--- src/rtl/bpwp_pkg.sv ---
package bpwp_pkg;
    typedef enum logic [2:0] {
        EVT_NONE   = 3'd0,
        EVT_ADDR   = 3'd1,
        EVT_CTX    = 3'd2,
        EVT_MISM   = 3'd3,
        EVT_VCATCH = 3'd4,
        EVT_SWBK   = 3'd5,
        EVT_WATCH  = 3'd6
    } evt_e;
endpackage

--- src/rtl/bpwp_bp_bank.sv ---
module bpwp_bp_bank #(
    parameter int NUM_BP = 6,
    parameter int AW     = 32,
    localparam int LW    = $clog2(NUM_BP)
) (
    input  logic [AW-1:0]              fetch_addr,
    input  logic [AW-1:0]              ctx_id,
    input  logic [NUM_BP-1:0][AW-1:0]  bp_value,
    input  logic [NUM_BP-1:0]          bp_enable,
    input  logic [NUM_BP-1:0]          bp_mismatch,
    input  logic [NUM_BP-1:0]          bp_ctx_mode,
    input  logic [NUM_BP-1:0]          bp_link_en,
    input  logic [NUM_BP-1:0][LW-1:0]  bp_link_idx,
    output logic [NUM_BP-1:0]          ctx_match,
    output logic                       any_addr,
    output logic                       any_ctx,
    output logic                       any_mism
);
    logic [NUM_BP-1:0] link_ok, hit_addr, hit_ctx, hit_mism;

    always_comb begin
        for (int i = 0; i < NUM_BP; i++)
            ctx_match[i] = bp_enable[i] & bp_ctx_mode[i] & (bp_value[i] == ctx_id);
    end

    always_comb begin
        for (int i = 0; i < NUM_BP; i++) begin
            link_ok[i] = !bp_link_en[i];
            for (int j = 0; j < NUM_BP; j++)
                if (bp_link_en[i] && bp_link_idx[i] == LW'(j))
                    link_ok[i] = ctx_match[j];
        end
    end

    for (genvar g = 0; g < NUM_BP; g++) begin : g_cmp
        logic addr_eq;
        logic addr_slot;
        assign addr_eq     = (fetch_addr == bp_value[g]);
        assign addr_slot   = bp_enable[g] & !bp_ctx_mode[g] & link_ok[g];
        assign hit_addr[g] = addr_slot & !bp_mismatch[g] & addr_eq;
        assign hit_mism[g] = addr_slot & bp_mismatch[g] & !addr_eq;
        assign hit_ctx[g]  = ctx_match[g] & !bp_link_en[g];
    end

    assign any_addr = |hit_addr;
    assign any_ctx  = |hit_ctx;
    assign any_mism = |hit_mism;
endmodule

--- src/rtl/bpwp_wp_bank.sv ---
module bpwp_wp_bank #(
    parameter int NUM_WP = 2,
    parameter int NUM_BP = 6,
    parameter int AW     = 32,
    localparam int LW    = $clog2(NUM_BP)
) (
    input  logic                       data_valid,
    input  logic [AW-1:0]              data_addr,
    input  logic [NUM_BP-1:0]          ctx_match,
    input  logic [NUM_WP-1:0][AW-1:0]  wp_value,
    input  logic [NUM_WP-1:0]          wp_enable,
    input  logic [NUM_WP-1:0]          wp_link_en,
    input  logic [NUM_WP-1:0][LW-1:0]  wp_link_idx,
    output logic [NUM_WP-1:0]          wp_hit
);
    always_comb begin
        for (int i = 0; i < NUM_WP; i++) begin
            logic lok;
            lok = !wp_link_en[i];
            for (int j = 0; j < NUM_BP; j++)
                if (wp_link_en[i] && wp_link_idx[i] == LW'(j))
                    lok = ctx_match[j];
            wp_hit[i] = data_valid & wp_enable[i] & (data_addr == wp_value[i]) & lok;
        end
    end
endmodule

--- src/rtl/bpwp_vcatch.sv ---
module bpwp_vcatch #(
    parameter int          AW       = 32,
    parameter int          NUM_VEC  = 8,
    parameter logic [31:0] VEC_BASE = 32'h0
) (
    input  logic [AW-1:0]      fetch_addr,
    input  logic               secure_world,
    input  logic [NUM_VEC-1:0] vc_mask_sec,
    input  logic [NUM_VEC-1:0] vc_mask_nsec,
    output logic               vc_hit
);
    logic [NUM_VEC-1:0] slot_hit;

    for (genvar g = 0; g < NUM_VEC; g++) begin : g_vec
        localparam logic [AW-1:0] VADDR = AW'(VEC_BASE) + AW'(4 * g);
        assign slot_hit[g] = (fetch_addr == VADDR) &
                             (secure_world ? vc_mask_sec[g] : vc_mask_nsec[g]);
    end

    assign vc_hit = |slot_hit;
endmodule

--- src/rtl/bpwp_tag_queue.sv ---
module bpwp_tag_queue
    import bpwp_pkg::*;
#(
    parameter int DEPTH = 4,
    localparam int CW   = $clog2(DEPTH + 1)
) (
    input  logic clk,
    input  logic rst_n,
    input  logic fetch_valid,
    input  evt_e fetch_tag,
    input  logic commit,
    input  logic flush,
    output evt_e head_tag,
    output logic pop_fire
);
    typedef struct packed {
        evt_e [DEPTH-1:0] tag;
        logic [CW-1:0]    cnt;
    } q_t;

    q_t   st_d, st_q;
    logic pop, push;

    always_comb begin
        st_d = st_q;
        pop  = commit && (st_q.cnt != '0);
        push = fetch_valid && ((st_q.cnt != CW'(DEPTH)) || pop);
        if (pop) begin
            for (int i = 0; i < DEPTH - 1; i++)
                st_d.tag[i] = st_q.tag[i+1];
            st_d.tag[DEPTH-1] = EVT_NONE;
            st_d.cnt = st_q.cnt - 1'b1;
        end
        if (push) begin
            for (int i = 0; i < DEPTH; i++)
                if (CW'(i) == st_d.cnt)
                    st_d.tag[i] = fetch_tag;
            st_d.cnt = st_d.cnt + 1'b1;
        end
        if (flush) begin
            for (int i = 0; i < DEPTH; i++)
                st_d.tag[i] = EVT_NONE;
            st_d.cnt = '0;
        end
        head_tag = st_q.tag[0];
        pop_fire = pop && !flush;
    end

    always_ff @(posedge clk) begin
        if (!rst_n) begin
            for (int i = 0; i < DEPTH; i++)
                st_q.tag[i] <= EVT_NONE;
            st_q.cnt <= '0;
        end else begin
            st_q <= st_d;
        end
    end
endmodule

--- src/rtl/bpwp_match_unit.sv ---
module bpwp_match_unit
    import bpwp_pkg::*;
#(
    parameter int          NUM_BP   = 6,
    parameter int          NUM_WP   = 2,
    parameter int          AW       = 32,
    parameter int          NUM_VEC  = 8,
    parameter int          DEPTH    = 4,
    parameter logic [31:0] VEC_BASE = 32'h0,
    localparam int         LW       = $clog2(NUM_BP)
) (
    input  logic                       clk,
    input  logic                       rst_n,
    input  logic                       fetch_valid,
    input  logic [AW-1:0]              fetch_addr,
    input  logic                       fetch_is_bkpt,
    input  logic                       secure_world,
    input  logic [AW-1:0]              ctx_id,
    input  logic                       commit,
    input  logic                       flush,
    input  logic                       data_valid,
    input  logic [AW-1:0]              data_addr,
    input  logic [NUM_BP-1:0][AW-1:0]  bp_value,
    input  logic [NUM_BP-1:0]          bp_enable,
    input  logic [NUM_BP-1:0]          bp_mismatch,
    input  logic [NUM_BP-1:0]          bp_ctx_mode,
    input  logic [NUM_BP-1:0]          bp_link_en,
    input  logic [NUM_BP-1:0][LW-1:0]  bp_link_idx,
    input  logic [NUM_WP-1:0][AW-1:0]  wp_value,
    input  logic [NUM_WP-1:0]          wp_enable,
    input  logic [NUM_WP-1:0]          wp_link_en,
    input  logic [NUM_WP-1:0][LW-1:0]  wp_link_idx,
    input  logic [NUM_VEC-1:0]         vc_mask_sec,
    input  logic [NUM_VEC-1:0]         vc_mask_nsec,
    output logic                       ins_evt_valid,
    output logic [2:0]                 ins_evt_type,
    output logic                       wp_evt_valid,
    output logic [2:0]                 wp_evt_type,
    output logic [NUM_WP-1:0]          wp_evt_mask
);
    typedef struct packed {
        logic              ins_valid;
        evt_e              ins_type;
        logic              wp_valid;
        evt_e              wp_type;
        logic [NUM_WP-1:0] wp_mask;
    } out_t;

    out_t              out_d, out_q;
    logic [NUM_BP-1:0] ctx_match;
    logic              any_addr, any_ctx, any_mism, vc_hit, pop_fire;
    logic [NUM_WP-1:0] wp_hit;
    evt_e              fetch_tag, head_tag;

    bpwp_bp_bank #(.NUM_BP(NUM_BP), .AW(AW)) i_bp_bank (
        .fetch_addr (fetch_addr),
        .ctx_id     (ctx_id),
        .bp_value   (bp_value),
        .bp_enable  (bp_enable),
        .bp_mismatch(bp_mismatch),
        .bp_ctx_mode(bp_ctx_mode),
        .bp_link_en (bp_link_en),
        .bp_link_idx(bp_link_idx),
        .ctx_match  (ctx_match),
        .any_addr   (any_addr),
        .any_ctx    (any_ctx),
        .any_mism   (any_mism)
    );

    bpwp_wp_bank #(.NUM_WP(NUM_WP), .NUM_BP(NUM_BP), .AW(AW)) i_wp_bank (
        .data_valid (data_valid),
        .data_addr  (data_addr),
        .ctx_match  (ctx_match),
        .wp_value   (wp_value),
        .wp_enable  (wp_enable),
        .wp_link_en (wp_link_en),
        .wp_link_idx(wp_link_idx),
        .wp_hit     (wp_hit)
    );

    bpwp_vcatch #(.AW(AW), .NUM_VEC(NUM_VEC), .VEC_BASE(VEC_BASE)) i_vcatch (
        .fetch_addr  (fetch_addr),
        .secure_world(secure_world),
        .vc_mask_sec (vc_mask_sec),
        .vc_mask_nsec(vc_mask_nsec),
        .vc_hit      (vc_hit)
    );

    bpwp_tag_queue #(.DEPTH(DEPTH)) i_queue (
        .clk        (clk),
        .rst_n      (rst_n),
        .fetch_valid(fetch_valid),
        .fetch_tag  (fetch_tag),
        .commit     (commit),
        .flush      (flush),
        .head_tag   (head_tag),
        .pop_fire   (pop_fire)
    );

    always_comb begin
        if (fetch_is_bkpt)  fetch_tag = EVT_SWBK;
        else if (vc_hit)    fetch_tag = EVT_VCATCH;
        else if (any_ctx)   fetch_tag = EVT_CTX;
        else if (any_addr)  fetch_tag = EVT_ADDR;
        else if (any_mism)  fetch_tag = EVT_MISM;
        else                fetch_tag = EVT_NONE;

        out_d.ins_valid = pop_fire && (head_tag != EVT_NONE);
        out_d.ins_type  = out_d.ins_valid ? head_tag : EVT_NONE;
        out_d.wp_mask   = wp_hit;
        out_d.wp_valid  = |wp_hit;
        out_d.wp_type   = (|wp_hit) ? EVT_WATCH : EVT_NONE;
    end

    always_ff @(posedge clk) begin
        if (!rst_n) begin
            out_q.ins_valid <= 1'b0;
            out_q.ins_type  <= EVT_NONE;
            out_q.wp_valid  <= 1'b0;
            out_q.wp_type   <= EVT_NONE;
            out_q.wp_mask   <= '0;
        end else begin
            out_q <= out_d;
        end
    end

    assign ins_evt_valid = out_q.ins_valid;
    assign ins_evt_type  = out_q.ins_type;
    assign wp_evt_valid  = out_q.wp_valid;
    assign wp_evt_type   = out_q.wp_type;
    assign wp_evt_mask   = out_q.wp_mask;
endmodule

--- config.mk ---
export PLATFORM = sky130hd
export DESIGN_NAME = bpwp_match_unit
export DESIGN_NICKNAME = d
export VERILOG_FILES = /design/src/rtl/bpwp_pkg.sv /design/src/rtl/bpwp_bp_bank.sv /design/src/rtl/bpwp_wp_bank.sv /design/src/rtl/bpwp_vcatch.sv /design/src/rtl/bpwp_tag_queue.sv /design/src/rtl/bpwp_match_unit.sv
export SDC_FILE = /design/constraint.sdc
export NUM_CORES = 1
export LEC_CHECK = 0
export ABC_AREA = 0
export BUFFER_PORTS_ARGS = -buffer_cell sky130_fd_sc_hd__buf_2
export CORE_AREA = 2 2 169 171
export CTS_CLUSTER_DIAMETER = 100
export DETAILED_ROUTE_END_ITERATION = 6
export DIE_AREA = 0 0 171 173
export GPL_ROUTABILITY_DRIVEN = 0
export GPL_TIMING_DRIVEN = 0
export HOLD_SLACK_MARGIN = 0.05
export SETUP_SLACK_MARGIN = 0.3
export SLEW_MARGIN = 20
export SYNTH_ARGS = -nofsm -noshare
export SYNTH_HDL_FRONTEND = slang
export SYNTH_SLANG_ARGS = --single-unit
--- constraint.sdc ---
create_clock -name clk -period 9.47 [get_ports clk]
set_input_delay 0.947 -clock clk [delete_from_list [all_inputs] [get_ports clk]]
set_output_delay 0.947 -clock clk [all_outputs]
set_load 0.03 [all_outputs]
==> metrics.log, run 1 <==
[metrics] TritonCTS clock tree: yes
[metrics] via density per instance: 5.507
[metrics] maximum fanout along the worst path: 6
[metrics] total die area: 0.02958 mm²
[metrics] total leakage power: 3.801 nW
[metrics] layout filler cell count: 2996
[metrics] number of synthesized register bits: 22
[metrics] outcome: finished, violations left
[metrics] dominant cells by area after synthesis: sky130_fd_sc_hd__xnor2_1 (35%), sky130_fd_sc_hd__xor2_1 (16%), sky130_fd_sc_hd__nand4_1 (7.4%), sky130_fd_sc_hd__nor4_1 (6.5%), sky130_fd_sc_hd__dfxtp_1 (5.8%)
[metrics] total of hold buffers inserted after clock tree synthesis: 0
[metrics] critical path startpoint category: primary input
[metrics] Synth Flop Type: sky130_fd_sc_hd__dfxtp_1
[metrics] Post-Synthesis Net Count: 1448
[metrics] Worst Path Class, Setup: primary input to flip-flop
[metrics] worst path required time: 9.63 ns
[metrics] total power draw: 0.7039 mW
[metrics] path category of the worst min-delay check: flip-flop to flip-flop
[metrics] Slew Viols, Final: 0
[metrics] number of flops mapped to enable cells by yosys: 0
[metrics] number of buffers created by CTS: 3
[metrics] count of cells resized by post-cts repair: 0
[metrics] row count: 61
[metrics] DR iter-0 viols: 1168
[metrics] cell taking the most area after synthesis: sky130_fd_sc_hd__xnor2_1
[metrics] dominant cell by count in the synthesized netlist: sky130_fd_sc_hd__xnor2_1
[metrics] latest clock arrival within the worst-skew pair: 0.26 ns
[metrics] number of top-level pins: 438
[metrics] Syn Inst Count: 1013
[metrics] Cell Int Power: 0.3882 mW
[metrics] DRC viols: 1
[metrics] Yosys cell types: 61
[metrics] maxcap violations: 0
[metrics] nature of the critical path endpoint: flip-flop
[metrics] Peak supply drop: 0.06355 mV
[metrics] WL/cell: 25.98 µm
[metrics] total number of vias: 9775
[metrics] final worst path period share: 0.4934
[metrics] hold violation count in the final report: 0
[metrics] final setup violation count: 0
[metrics] maximum level of the CTS H-tree: 1
[metrics] worst path arrival time: 4.83 ns
[metrics] part of the power in combinational logic: 0.687
[metrics] number of global-route vias before repair: 9677
[metrics] number of buffers on the longest clock path: 2
[metrics] Final #Nets: 1825
[metrics] Tmin final: 4.672 ns
[metrics] Area Growth Syn to Fin: 32.37%
[metrics] first-pass iteration count of the detailed router: 7
[metrics] P_sw: 0.3157 mW
[metrics] clock transition at the register clock pins on the worst setup and hold paths after CTS: 0.06 ns
[metrics] largest net degree at the start of global routing: 14
[metrics] Floorplan Core Area: 0.02763 mm²
[metrics] clock root buffer: sky130_fd_sc_hd__clkbuf_16
[metrics] Avg Synthesized Cell Area: 7.502 µm²
[metrics] Final HPWL DP: 38410 µm
[metrics] Max-slew headroom: 0.2344
[metrics] total global-route track usage: 0.2959
[metrics] fraction of final layout cells sized beyond drive strength 1: 0.2865
[metrics] final instance count without filler cells: 1775
[metrics] RSZ-0062 raised after global routing: no
[metrics] fraction of the yosys area taken by sequential cells: 0.05795
[metrics] GRT Residual Overflow: 0
[metrics] height of the die: 173 µm
[metrics] initial antenna violation count: 9
[metrics] total number of yosys warnings: 0
[metrics] total length of routed wires: 46110 µm
[metrics] violated checks: design-rule violations
[metrics] sum of negative setup slack: 0 ns
[metrics] register share of total power: 0.143
[metrics] number of nets with antenna violations after detailed routing: 0
[metrics] net switching share of the total power: 0.4485
[metrics] worst reg-to-reg setup slack: 6.79 ns
[metrics] pwr dens: 69.97 mW/mm²
[metrics] max frequency: 0.2140 GHz
[metrics] initial core utilization: 0.2751
[metrics] transition at the pin with the smallest max-transition slack: 1.148 ns
[metrics] Die Wd: 171 µm
[metrics] wire length of the first global-routing pass: 63550 µm
[metrics] most frequent cells after synthesis: sky130_fd_sc_hd__xnor2_1 (308), sky130_fd_sc_hd__xor2_1 (140), sky130_fd_sc_hd__nand4_1 (90)
[metrics] ys async rst share: 0
[metrics] clk sinks: 22
[metrics] placed cells: 1763
[metrics] post-CTS setup buffers: 0
[metrics] Clock power frac: 0.169
[metrics] top cell type's share of synthesized area: 0.3550
[metrics] Worst Skew: 0.001657 ns
[metrics] Buffers on Ports: 372
[metrics] combined area of all synthesized cells: 0.007600 mm²
path summary, 6_finish.rpt:
kind / startpoint / end / cells after the start
min: i_queue.st_q[8] / i_queue.head_tag[2] / 2
max: ctx_id[10] / i_queue.st_q[12] / 11
max reg2reg: i_queue.st_q[0] / i_queue.st_q[12] / 13
min reg2reg: i_queue.st_q[8] / i_queue.head_tag[2] / 2
power groups by stage:
stage | clock (mW) | combinational, mW | sequential (mW)
after CTS | 0.121 | 0.472 | 0.101
after global routing | 0.125 | 0.512 | 0.102
final | 0.119 | 0.484 | 0.101
after floorplan | 0 | 0.264 | 0.102
after global placement | 0 | 0.463 | 0.103
after detailed placement | 0 | 0.469 | 0.103
final cells by class:
cell class	instances	area, µm²	area share
multi-input combinational	908	6819	0.6779
timing repair buffer	372	1862	0.1851
tap	378	473.0	0.04702
sequential	22	440.4	0.04378
buffer	72	299.0	0.02973
clock buffer	3	75.07	0.007463
inverter	11	41.29	0.004104
clock inverter	1	30.03	0.002985
antenna	8	20.02	0.001990
per-stage QoR:
step                setup slack, ns  area [µm²]  hold slack [ns]    util
finish                        4.798       10060           0.4805  0.3641
CTS                           5.013       10040           0.4787  0.3634
floorplan                     5.670        7600           0.4481       -
global route                  4.801       10050           0.4976  0.3637
detailed placement            4.755        9935           0.4697  0.3596
global placement              4.926        9935           0.4597  0.3596
registers in the layout, summed over array words and instances (netlist names):
name / count
i_queue.head_tag: 3
wp_evt_mask: 2
wp_evt_type: 1
ins_evt_type: 3
ins_evt_valid: 1
i_queue.st_q: 12
routing by layer:
layer	GRT usage	vias to the layer above	wire length, µm
met5	0	-	63
met4	0.1434	10	2711
met3	0.06981	171	5352
met2	0.4898	759	20910
met1	0.3574	4506	17070
li1	-	4329	-
critical path: stages:
cell and delay [ns]:
sky130_fd_sc_hd__clkbuf_1 0.64, sky130_fd_sc_hd__xor2_1 0.20, sky130_fd_sc_hd__nor4_1 0.41, sky130_fd_sc_hd__nand4_1 0.36
sky130_fd_sc_hd__nor3_1 0.84, sky130_fd_sc_hd__a31oi_1 0.19, sky130_fd_sc_hd__and3_1 0.21, sky130_fd_sc_hd__o41a_1 0.42
sky130_fd_sc_hd__and4_4 0.19, sky130_fd_sc_hd__nor2b_4 0.14, sky130_fd_sc_hd__o41ai_2 0.27
cells by family (layout without fill, tap and decap cells):
| kind of cell | after synthesis | count (layout) | share of synthesized area |
|---|---|---|---|
| fa+ha+maj | 7 | 7 | 0.01152 |
| mux | 13 | 13 | 0.02535 |
| buf+inv | 83 | 459 | 0.04478 |
| xor+xnor | 448 | 448 | 0.5163 |
| simple gates | 372 | 372 | 0.2805 |
| other cells | 1 | 9 | 0.0004934 |
| flops | 22 | 22 | 0.05795 |
| compound gates | 67 | 67 | 0.06306 |
cells in the final DEF, fill, tap and decap left out, drive strengths merged, types with 4 or more instances in the layout:
master,synthesis,routed
dfxtp,22,22
ha,7,7
a21oi,12,12
nand3b,6,6
nor2,38,38
clkbuf,64,67
xnor2,308,308
nor3,17,17
or4,5,5
a211oi,5,5
nand3,24,24
nor4,79,79
or3,5,5
inv,11,11
a32oi,4,4
mux2i,8,8
mux4,5,5
and4,6,6
nand2b,8,8
nand2,58,58
nand4,91,91
a311oi,4,4
xor2,140,140
buf,8,380
and3,7,7
o21ai,16,16
diode,0,8
o211ai,5,5
nor2b,14,14
Power figures use the tool's default switching activity.
==> run 2, diff against run 1 <==
- clock period: 9.47 -> 4.17 ns (I/O delays scaled with it)
==> metrics.log, run 2 (same netlist as run 1, synthesis figures left out) <==
[metrics] Global Route met3 Usage: 0.07004 (+0.0002289)
[metrics] number of global-route vias before repair: 9680 (+0.031%)
[metrics] DR iter-0 viols: 1179 (+0.94%)
[metrics] routing usage on met2: 0.4901 (about the same)
[metrics] Worst Path Class, Setup: primary input to flip-flop
[metrics] commonest cells after routing, fill and taps aside: sky130_fd_sc_hd__buf_2 (374), sky130_fd_sc_hd__xnor2_1 (308), sky130_fd_sc_hd__xor2_1 (140)
[metrics] outcome: finished clean
[metrics] Tmin final: 3.734 ns
[metrics] cell family with most CP delay: simple AND/OR/NAND/NOR gates
[metrics] Area Growth Syn to Fin: 32.58%
[metrics] CP max-delay cell: sky130_fd_sc_hd__nor4_1
[metrics] wire length of the first global-routing pass: 63560 µm (about the same)
[metrics] max frequency: 0.2678 GHz
[metrics] final worst path period share: 0.8955
[metrics] number of buffers created by CTS: 3 (unchanged)
[metrics] RSZ-0062 raised after global routing: no
[metrics] Worst Skew: 0.002421 ns (+0.0007636 ns)
[metrics] nature of the critical path endpoint: flip-flop
[metrics] via density per instance: 5.526 (+0.34%)
[metrics] final setup violation count: 0 (unchanged)
[metrics] critical path startpoint category: primary input
[metrics] clk sinks: 22 (unchanged)
[metrics] TritonCTS clock tree: yes
[metrics] hold violation count in the final report: 0 (unchanged)
[metrics] GR peak layer: met2
[metrics] WL/cell: 25.98 µm (about the same)
[metrics] Peak supply drop: 0.1458 mV (+130%)
[metrics] number of buffers on the longest clock path: 2 (unchanged)
[metrics] maximum fanout along the worst path: 6 (unchanged)
[metrics] first-pass iteration count of the detailed router: 5 (-2)
[metrics] Floorplan Core Area: 0.02763 mm² (unchanged)
[metrics] post-CTS setup buffers: 0 (unchanged)
[metrics] Final #Nets: 1825 (unchanged)
[metrics] maximum cell stage delay along the critical path: 0.68 ns (-0.16 ns)
[metrics] Buffers on Ports: 372 (unchanged)
[metrics] DRC viols: 0 (-1)
[metrics] row count: 61 (unchanged)
[metrics] number of top-level pins: 438 (unchanged)
[metrics] number of nets with antenna violations after detailed routing: 0 (unchanged)
[metrics] number of flip-flops in the largest register: 12 (unchanged)
[metrics] pwr dens: 159.2 mW/mm² (+130%)
[metrics] initial antenna violation count: 9 (unchanged)
[metrics] total leakage power: 3.814 nW (+0.32%)
[metrics] height of the die: 173 µm (unchanged)
[metrics] latest clock arrival within the worst-skew pair: 0.26 ns (about the same)
[metrics] worst-case setup slack after placement: -0.01540 ns (-4.770 ns)
[metrics] total global-route track usage: 0.2960 (about the same)
[metrics] met1 track demand over resource in global routing: 0.3571 (about the same)
[metrics] largest net degree at the start of global routing: 14 (unchanged)
[metrics] GRT Residual Overflow: 0 (unchanged)
[metrics] least setup slack across all paths after layout: 0.4357 ns (-4.362 ns)
[metrics] Max-slew headroom: 0.2108 (-0.02360)
[metrics] worst path required time: 4.33 ns (-5.30 ns)
[metrics] cells traversed along the worst timing path: buf_1, xor2_1, nor4_1, nand2_1, nor4_1, o21ai_0, a2111oi_1, a31oi_1, and4_4, nor2b_4, o41ai_2
[metrics] maxcap violations: 0 (unchanged)
[metrics] worst path arrival time: 3.90 ns (-0.93 ns)
[metrics] total number of vias: 9808 (+0.34%)
[metrics] initial core utilization: 0.2751 (unchanged)
[metrics] total power draw: 1.604 mW (+130%)
[metrics] Die Wd: 171 µm (unchanged)
[metrics] commonest non-fill, non-tap cell in the layout: sky130_fd_sc_hd__buf_2
[metrics] Final HPWL DP: 38410 µm (unchanged)
[metrics] maximum level of the CTS H-tree: 1 (unchanged)
[metrics] Slew Viols, Final: 0 (unchanged)
[metrics] path category of the worst min-delay check: primary input to flip-flop
[metrics] clock transition at the register clock pins on the worst setup and hold paths after CTS: 0.06 ns (about the same)
[metrics] fraction of final layout cells sized beyond drive strength 1: 0.2909 (+0.004320)
[metrics] Bufs and invs on worst path: 1 (unchanged)
[metrics] transition at the pin with the smallest max-transition slack: 1.184 ns (+0.03540 ns)
[metrics] total die area: 0.02958 mm² (unchanged)
[metrics] cell occurring most often along the worst timing path: sky130_fd_sc_hd__nor4_1
[metrics] sum of negative setup slack: 0 ns (unchanged)
[metrics] total length of routed wires: 46110 µm (about the same)
[metrics] register bank with the most flops: i_queue.st_q
[metrics] clock root buffer: sky130_fd_sc_hd__clkbuf_16
[run 2: final cells by class]
cell class                 count  area, µm²
fill                        2992      17550
multi-input combinational    908       6830
timing repair buffer         372       1862
tap                          378      473.0
sequential                    22      440.4
buffer                        72      304.0
clock buffer                   3      75.07
inverter                      11      41.29
clock inverter                 1      30.03
antenna                        8      20.02
[run 2: final timing paths]
path	startpoint	to	slack [ns]	depth (start not counted)
setup / recovery	ctx_id[19]	i_queue.st_q[12]	0.44	11
hold / removal	wp_link_en[1]	wp_evt_mask[1]	0.34	2
setup reg to reg	i_queue.st_q[0]	i_queue.st_q[12]	1.44	13
hold reg to reg	i_queue.st_q[14]	i_queue.st_q[14]	0.48	2
[run 2: power by group]
part | switching [mW] | leakage [nW] | internal [mW]
Combinational | 0.631 | 3.58 | 0.469
Clock | 0.0836 | 0.0512 | 0.191
Sequential | 0.00708 | 0.178 | 0.222
[run 2: layer usage]
layer / routed length, µm / up-vias
met3: 5100 / 195
met1: 17330 / 4543
li1: - / 4336
met4: 2996 / 10
met5: 63 / -
met2: 20620 / 724
[run 2: worst register-to-register path, delay by kind of cell (launching register included)]
family	cells	cell delay [ns]
flip-flops	1	0.32
AND/OR/NAND/NOR	3	0.38
AO/OA/AOI/OAI	4	1.01
buffers and inverters	3	0.26
adder cells (fa/ha/maj)	3	0.63
[run 2: through the flow]
stage / hold slack, ns / area, µm² / std cells / utilization
final: 0.3398 / 10080 / 1775 / 0.3647
after global routing: 0.3637 / 10070 / 1771 / 0.3643
after CTS: 0.3377 / 10040 / 1767 / 0.3636
after detailed placement: 0.4697 / 9935 / 1763 / 0.3596
after global placement: 0.4597 / 9935 / 1763 / 0.3596
after floorplan: 0.4481 / 7600 / 1013 / -
[run 2: what timing repair did]
item                       4_1_cts  5_1_grt
setup endpoints to repair        1        1
pin swaps                        0        0
gates resized for setup          1       12
hold buffers                     0        0
